**config.mk**
```make
export PLATFORM = sky130hd
export DESIGN_NAME = specread_merge
export DESIGN_NICKNAME = d
export VERILOG_FILES = /design/src/rtl/specread_pkg.sv /design/src/rtl/specread_eligible.sv /design/src/rtl/specread_byte_pick.sv /design/src/rtl/specread_merge.sv
export SDC_FILE = /design/constraint.sdc
export NUM_CORES = 2
export LEC_CHECK = 0
export ABC_AREA = 1
export BUFFER_PORTS_ARGS = -buffer_cell sky130_fd_sc_hd__buf_2
export CAP_MARGIN = 20
export CELL_PAD_IN_SITES_DETAIL_PLACEMENT = 1
export CELL_PAD_IN_SITES_GLOBAL_PLACEMENT = 1
export CORE_AREA = 2 2 651 653
export CTS_BUF_LIST = sky130_fd_sc_hd__clkbuf_4 sky130_fd_sc_hd__clkbuf_8 sky130_fd_sc_hd__clkbuf_16
export DETAILED_ROUTE_END_ITERATION = 6
export DIE_AREA = 0 0 653 655
export PLACE_DENSITY = 0.3
export SLEW_MARGIN = 15
export SYNTH_ARGS = -nofsm -noshare
export SYNTH_HDL_FRONTEND = slang
export SYNTH_SLANG_ARGS = --single-unit
```
**constraint.sdc**
```tcl
create_clock -name clk -period 1.1 [get_ports clk]
set_clock_uncertainty 0.2 [all_clocks]
set_input_delay 0.22 -clock clk [delete_from_list [all_inputs] [get_ports clk]]
set_output_delay 0.22 -clock clk [all_outputs]
set_load 0.02 [all_outputs]
```
**src/rtl/specread_pkg.sv**
```systemverilog
package specread_pkg;
    typedef logic [7:0] byte_t;

    // Rank of buffer k out of a flat rank vector.
    function automatic int unsigned rank_at(input logic [31:0] flat, input int unsigned k,
                                            input int unsigned w);
        int unsigned r;
        r = 0;
        for (int unsigned i = 0; i < w; i++) begin
            r[i] = flat[k*w + i];
        end
        return r;
    endfunction
endpackage

```
**src/rtl/specread_eligible.sv**
```systemverilog
module specread_eligible #(
    parameter int NUM_BUF = 4,
    parameter int RANK_W  = 2,
    parameter int ID_W    = 2
) (
    input  logic [ID_W-1:0]           req_id,
    input  logic [NUM_BUF*RANK_W-1:0] buf_rank,
    input  logic [NUM_BUF-1:0]        buf_hit,
    output logic [NUM_BUF-1:0]        eligible
);
    logic [RANK_W-1:0] req_rank;

    always_comb begin
        req_rank = '0;
        for (int k = 0; k < NUM_BUF; k++) begin
            if (req_id == ID_W'(k)) begin
                req_rank = buf_rank[k*RANK_W +: RANK_W];
            end
        end
    end

    // A buffer may forward only if it hit and is not ahead of the requester.
    for (genvar k = 0; k < NUM_BUF; k++) begin : g_elig
        assign eligible[k] = buf_hit[k] && (buf_rank[k*RANK_W +: RANK_W] <= req_rank);
    end
endmodule

```
**src/rtl/specread_byte_pick.sv**
```systemverilog
module specread_byte_pick
    import specread_pkg::*;
#(
    parameter int NUM_BUF = 4,
    parameter int RANK_W  = 2
) (
    input  logic [NUM_BUF-1:0]        eligible,
    input  logic [NUM_BUF-1:0]        wmask,
    input  logic [NUM_BUF*RANK_W-1:0] buf_rank,
    input  logic [NUM_BUF*8-1:0]      buf_byte,
    input  byte_t                     base_byte,
    output byte_t                     out_byte
);
    logic [NUM_BUF-1:0] cand;
    logic               found;
    logic [RANK_W-1:0]  best_rank;

    assign cand = eligible & wmask;

    // Priority encode by rank: the latest eligible writer wins, cache is the fallback.
    always_comb begin
        found     = 1'b0;
        best_rank = '0;
        out_byte  = base_byte;
        for (int k = 0; k < NUM_BUF; k++) begin
            if (cand[k] && (!found || (buf_rank[k*RANK_W +: RANK_W] > best_rank))) begin
                found     = 1'b1;
                best_rank = buf_rank[k*RANK_W +: RANK_W];
                out_byte  = buf_byte[k*8 +: 8];
            end
        end
    end
endmodule

```
**src/rtl/specread_merge.sv**
```systemverilog
module specread_merge
    import specread_pkg::*;
#(
    parameter int NUM_BUF    = 4,
    parameter int LINE_BYTES = 32,
    parameter int ID_W       = $clog2(NUM_BUF),
    parameter int RANK_W     = ID_W
) (
    input  logic                               clk,
    input  logic                               rst_n,
    input  logic                               req_valid,
    input  logic [ID_W-1:0]                    req_id,
    input  logic [NUM_BUF*RANK_W-1:0]          buf_rank,
    input  logic [LINE_BYTES*8-1:0]            l2_line,
    input  logic [NUM_BUF-1:0]                 buf_hit,
    input  logic [NUM_BUF*LINE_BYTES*8-1:0]    buf_data,
    input  logic [NUM_BUF*LINE_BYTES-1:0]      buf_mask,
    output logic                               rsp_valid,
    output logic [LINE_BYTES*8-1:0]            rsp_line
);
    localparam int LINE_W = LINE_BYTES * 8;

    typedef struct packed {
        logic              valid;
        logic [LINE_W-1:0] line;
    } state_t;

    state_t             st_d, st_q;
    logic [NUM_BUF-1:0] eligible;
    logic [LINE_W-1:0]  merged;

    specread_eligible #(
        .NUM_BUF (NUM_BUF),
        .RANK_W  (RANK_W),
        .ID_W    (ID_W)
    ) u_elig (
        .req_id   (req_id),
        .buf_rank (buf_rank),
        .buf_hit  (buf_hit),
        .eligible (eligible)
    );

    for (genvar b = 0; b < LINE_BYTES; b++) begin : g_byte
        logic [NUM_BUF-1:0]   wmask_b;
        logic [NUM_BUF*8-1:0] bytes_b;
        byte_t                pick_b;

        for (genvar k = 0; k < NUM_BUF; k++) begin : g_slice
            assign wmask_b[k]         = buf_mask[k*LINE_BYTES + b];
            assign bytes_b[k*8 +: 8]  = buf_data[(k*LINE_BYTES + b)*8 +: 8];
        end

        specread_byte_pick #(
            .NUM_BUF (NUM_BUF),
            .RANK_W  (RANK_W)
        ) u_pick (
            .eligible  (eligible),
            .wmask     (wmask_b),
            .buf_rank  (buf_rank),
            .buf_byte  (bytes_b),
            .base_byte (l2_line[b*8 +: 8]),
            .out_byte  (pick_b)
        );

        assign merged[b*8 +: 8] = pick_b;
    end

    always_comb begin
        st_d       = st_q;
        st_d.valid = req_valid;
        if (req_valid) begin
            st_d.line = merged;
        end
    end

    always_ff @(posedge clk or negedge rst_n) begin
        if (!rst_n) begin
            st_q <= '0;
        end else begin
            st_q <= st_d;
        end
    end

    assign rsp_valid = st_q.valid;
    assign rsp_line  = st_q.line;
endmodule

```
==> load_flow_metrics.sql <==
INSERT INTO impl_metrics (metric_group, metric, value, unit) VALUES
('status', 'run_status', 'finished with violations', ''),
('status', 'violations', 'hold timing, setup timing', ''),
('synth', 'ys_warn_count', '0', ''),
('synth', 'yosysSeqAreaShare', '18.1', '%'),
('clock_tree', 'clock_insertion_delay_worst_skew', '0.70', 'ns'),
('power_and_ir_drop', 'p_total', '78.6', 'mW'),
('final_layout', 'post_route_cells_drive_above_1_share', '33.3', '%'),
('hold_path', 'worstHoldPathType', 'primary input to flip-flop', ''),
('sta', 'post-route-period-util', '409', '%'),
('global_routing', 'grt_first_pass_wirelength', '533000', 'µm'),
('sta', 'max_slew.worst_pin.slew', '0.892', 'ns'),
('setup_path', 'r2r_setup_slack', '0.06', 'ns'),
('sta', 'hold_slack', '-0.102', 'ns'),
('power_and_ir_drop', 'power.share.sequential', '17.2', '%'),
('power_and_ir_drop', 'power_switching', '37.2', 'mW'),
('routing', 'wl_per_cell', '25.4', 'µm'),
('synth', 'synth-seq-cells', '257', ''),
('synth', 'number_of_synthesized_flops_with_an_enable_pin', '0', ''),
('power_and_ir_drop', 'p_leak', '40.9', 'nW'),
('hold_path', 'hold_path_depth', '8', ''),
('synth', 'syn-mean-instance-area', '5.34', 'µm²'),
('synth', 'syn_nets', '8273', ''),
('setup_path', 'rr_worst_depth', '2', ''),
('setup_path', 'slowest_cell_delay_on_critical_path', '0.37', 'ns'),
('routing', 'final_antenna_net_count', '0', ''),
('sta', 'worst_slew_margin_rel', '40.5', '%'),
('setup_path', 'most_used_cell_along_the_critical_path', 'sky130_fd_sc_hd__nand2_4', ''),
('setup_path', 'critPathLaunch', 'req_id[0]', ''),
('synth', 'yosysTopAreaCell', 'sky130_fd_sc_hd__nand2_1', ''),
('final_layout', 'layout.core_utilization', '17.6', '%'),
('final_layout', 'num-fill-cells', '52100', ''),
('power_and_ir_drop', 'power_frac_comb', '59.8', '%'),
('sta', 'finalMaxSlewViolations', '0', ''),
('floorplanning', 'fp-row-count', '239', ''),
('setup_path', 'crit_required', '1.46', 'ns'),
('floorplanning', 'starting_utilization_of_the_core_area', '8.41', '%'),
('routing', 'dr.first_iter.drc_count', '2580', ''),
('clock_tree', 'cts_htree_levels', '2', ''),
('clock_tree', 'tritoncts', 'yes', ''),
('global_routing', 'vias_in_the_first_global_route', '62200', ''),
('global_routing', 'grt_max_degree', '58', ''),
('sta', 'setup_viol_count_final', '518', ''),
('synth', 'synth.area.top_cells', 'sky130_fd_sc_hd__nand2_1 (34%), sky130_fd_sc_hd__dfrtp_1 (18%), sky130_fd_sc_hd__nand3_1 (13%)', ''),
('clock_tree', 'ctsLongestPathBuffers', '3', ''),
('sta', 'grt_setup_unrepaired', 'true', ''),
('power_and_ir_drop', 'switching_share', '47.4', '%'),
('setup_path', 'critical_path.max_fanout', '5', ''),
('sta', 'post-route-worst-setup-slack', '-3.40', 'ns'),
('setup_path', 'setup.worst_path.end', 'rsp_line[83]$_DFFE_PN0P_', ''),
('routing', 'routed_wirelength', '402000', 'µm'),
('power_and_ir_drop', 'cell_internal_pwr', '41.3', 'mW'),
('hold_path', 'min_from', 'buf_mask[110]', ''),
('global_routing', 'gr-total-overflow', '0', ''),
('synth', 'post_synth_instance_area', '0.0355', 'mm²'),
('place', 'hpwl', '347000', 'µm'),
('setup_path', 'critical_path_arrival', '4.86', 'ns'),
('final_layout', 'synthesis_to_layout_area_growth', '110', '%'),
('flow_run', 'max_cap_viols', '0', ''),
('routing', 'drc', '0', ''),
('setup_path', 'critical_path.reg2reg.endpoint', 'rsp_line[223]$_DFFE_PN0P_', ''),
('synth', 'syn-instance-count', '6648', ''),
('sta', 'hold_viol_final', '28', ''),
('floorplanning', 'dieHeight', '655', 'µm'),
('floorplanning', 'floorplan.io_pins', '1682', ''),
('routing', 'detail_route.vias_per_cell', '3.65', ''),
('routing', 'via_count', '57800', ''),
('synth', 'dominantRegCellSynth', 'sky130_fd_sc_hd__dfrtp_1', ''),
('place', 'post-place-ws', '-4.66', 'ns'),
('final_layout', 'regArea', '0.00643', 'mm²'),
('global_routing', 'track_usage', '18.1', '%'),
('floorplanning', 'floorplan.core_area', '0.422', 'mm²');
==> through the flow <==
step / instance area [µm²] / cells / hold slack [ns]
final: 74400 / 15800 / -0.102
after global routing: 74400 / 15800 / -0.0734
after CTS: 72800 / 15700 / -0.199
after detailed placement: 57800 / 14400 / 0.0975
after global placement: 57800 / 14400 / 0.103
after floorplan: 36600 / 6648 / -0.276
==> power by group through the flow <==
stage | Clock, mW | Sequential (mW) | Combinational, mW
global route | 19.3 | 13.8 | 51.6
detailed placement | 0 | 13.8 | 40.9
floorplan | 0 | 15.1 | 16.1
finish | 18.1 | 13.6 | 47.0
CTS | 19.2 | 13.7 | 47.0
global placement | 0 | 13.8 | 40.7
==> layer usage <==
metal  GRT usage (%)  share of wire, %
met3            3.07               4.4
met1            21.5                41
met2            33.7                51
met4            3.97               2.7
met5               0              0.11
==> flip-flops by register name (all words and copies together) (netlist names) <==
signal / cells
rsp_line: 256
rsp_valid: 1
==> how the worst min path moves through the flow <==
stage	to	slack [ns]
finish	rsp_line[112]$_DFFE_PN0P_	-0.10
global route	rsp_line[122]$_DFFE_PN0P_	-0.07
detailed placement	rsp_line[244]$_DFFE_PN0P_	0.1
global placement	rsp_line[243]$_DFFE_PN0P_	0.10
CTS	rsp_line[112]$_DFFE_PN0P_	-0.20
floorplan	rsp_line[0]$_DFFE_PN0P_	-0.28
==> placed cells by master (no fill, tap or decap), types with 4 or more instances in the layout <==
cell                            netlist  layout
sky130_fd_sc_hd__clkinv_2             1       9
sky130_fd_sc_hd__inv_1              945     888
sky130_fd_sc_hd__o21ai_4              0       8
sky130_fd_sc_hd__dlygate4sd3_1        0    1158
sky130_fd_sc_hd__nor2_1             100      68
sky130_fd_sc_hd__bufinv_16            0      10
sky130_fd_sc_hd__diode_2              0      69
sky130_fd_sc_hd__buf_6               15      32
sky130_fd_sc_hd__nand4_1            288     288
sky130_fd_sc_hd__inv_6                0       5
sky130_fd_sc_hd__nor2_4               0       7
sky130_fd_sc_hd__o21ai_2              9      51
sky130_fd_sc_hd__clkinv_1            39      39
sky130_fd_sc_hd__nand4_4              6      32
sky130_fd_sc_hd__o21ai_1             52     102
sky130_fd_sc_hd__clkbuf_4             1       5
sky130_fd_sc_hd__inv_2               22      73
sky130_fd_sc_hd__clkbuf_8             0       5
sky130_fd_sc_hd__buf_2               91    1629
sky130_fd_sc_hd__nand3_2              3      17
sky130_fd_sc_hd__buf_16               0       4
sky130_fd_sc_hd__buf_4               71     800
sky130_fd_sc_hd__clkbuf_16            0      49
sky130_fd_sc_hd__o21ai_0            135      35
sky130_fd_sc_hd__nand2_1           3248    2928
sky130_fd_sc_hd__ha_4                 0      12
sky130_fd_sc_hd__buf_12               0     150
sky130_fd_sc_hd__nand3_1            893     875
sky130_fd_sc_hd__buf_8                0      12
sky130_fd_sc_hd__nand3_4              0       4
sky130_fd_sc_hd__nand2_4              2     100
sky130_fd_sc_hd__clkinvlp_4           0       4
sky130_fd_sc_hd__dfrtp_1            257     257
sky130_fd_sc_hd__ha_1               200     185
sky130_fd_sc_hd__nand2_2             93     315
sky130_fd_sc_hd__nor2_2              30      55
==> cells in the mapped netlist (2+ instances only) <==
| cell | n |
|---|---|
| sky130_fd_sc_hd__inv_2 | 22 |
| sky130_fd_sc_hd__nand3_1 | 893 |
| sky130_fd_sc_hd__ha_1 | 200 |
| sky130_fd_sc_hd__clkbuf_1 | 100 |
| sky130_fd_sc_hd__nand4_4 | 6 |
| sky130_fd_sc_hd__buf_2 | 91 |
| sky130_fd_sc_hd__nand4_1 | 288 |
| sky130_fd_sc_hd__inv_1 | 945 |
| sky130_fd_sc_hd__nand3_2 | 3 |
| sky130_fd_sc_hd__buf_6 | 15 |
| sky130_fd_sc_hd__dfrtp_1 | 257 |
| sky130_fd_sc_hd__o21ai_2 | 9 |
| sky130_fd_sc_hd__o21ai_0 | 135 |
| sky130_fd_sc_hd__nor2_1 | 100 |
| sky130_fd_sc_hd__buf_4 | 71 |
| sky130_fd_sc_hd__nand2_4 | 2 |
| sky130_fd_sc_hd__nor2_2 | 30 |
| sky130_fd_sc_hd__buf_1 | 17 |
| sky130_fd_sc_hd__nand2_1 | 3248 |
| sky130_fd_sc_hd__o21ai_1 | 52 |
| sky130_fd_sc_hd__nand2_2 | 93 |
| sky130_fd_sc_hd__nand4_2 | 26 |
| sky130_fd_sc_hd__clkinv_1 | 39 |
==> critical path: cells and delay by family <==
kind                       cells  cell delay [ns]
buffers and inverters          9             0.81
adders and majority gates      4             1.17
AOI/OAI and AO/OA              6             0.85
and+or+nand+nor               21             1.78
==> repair_timing <==
item	CTS	global route
pin swaps	204	224
hold endpoints to repair	513	52
setup buffers	96	64
cloned	4	0
hold buffers	1152	6
endpoints found under the setup margin	513	518
gates resized for setup	252	284
==> cell type report <==
class / instances / area share, %
inverter: 1007 / 5.12
timing repair buffer: 3785 / 39.5
sequential: 257 / 8.64
antenna: 69 / 0.232
clock buffer: 59 / 1.79
multi-input combinational: 5090 / 34.8
tap: 5543 / 9.32
clock inverter: 29 / 0.600
==> cells by family after synthesis <==
| kind of cell | share of synthesized area [%] |
|---|---|
| buffers and inverters | 15.2 |
| AOI/OAI and AO/OA | 2.93 |
| DFF | 18.1 |
| adders and majority gates | 7.05 |
| and+or+nand+nor | 56.7 |
Power figures use the tool's default switching activity.
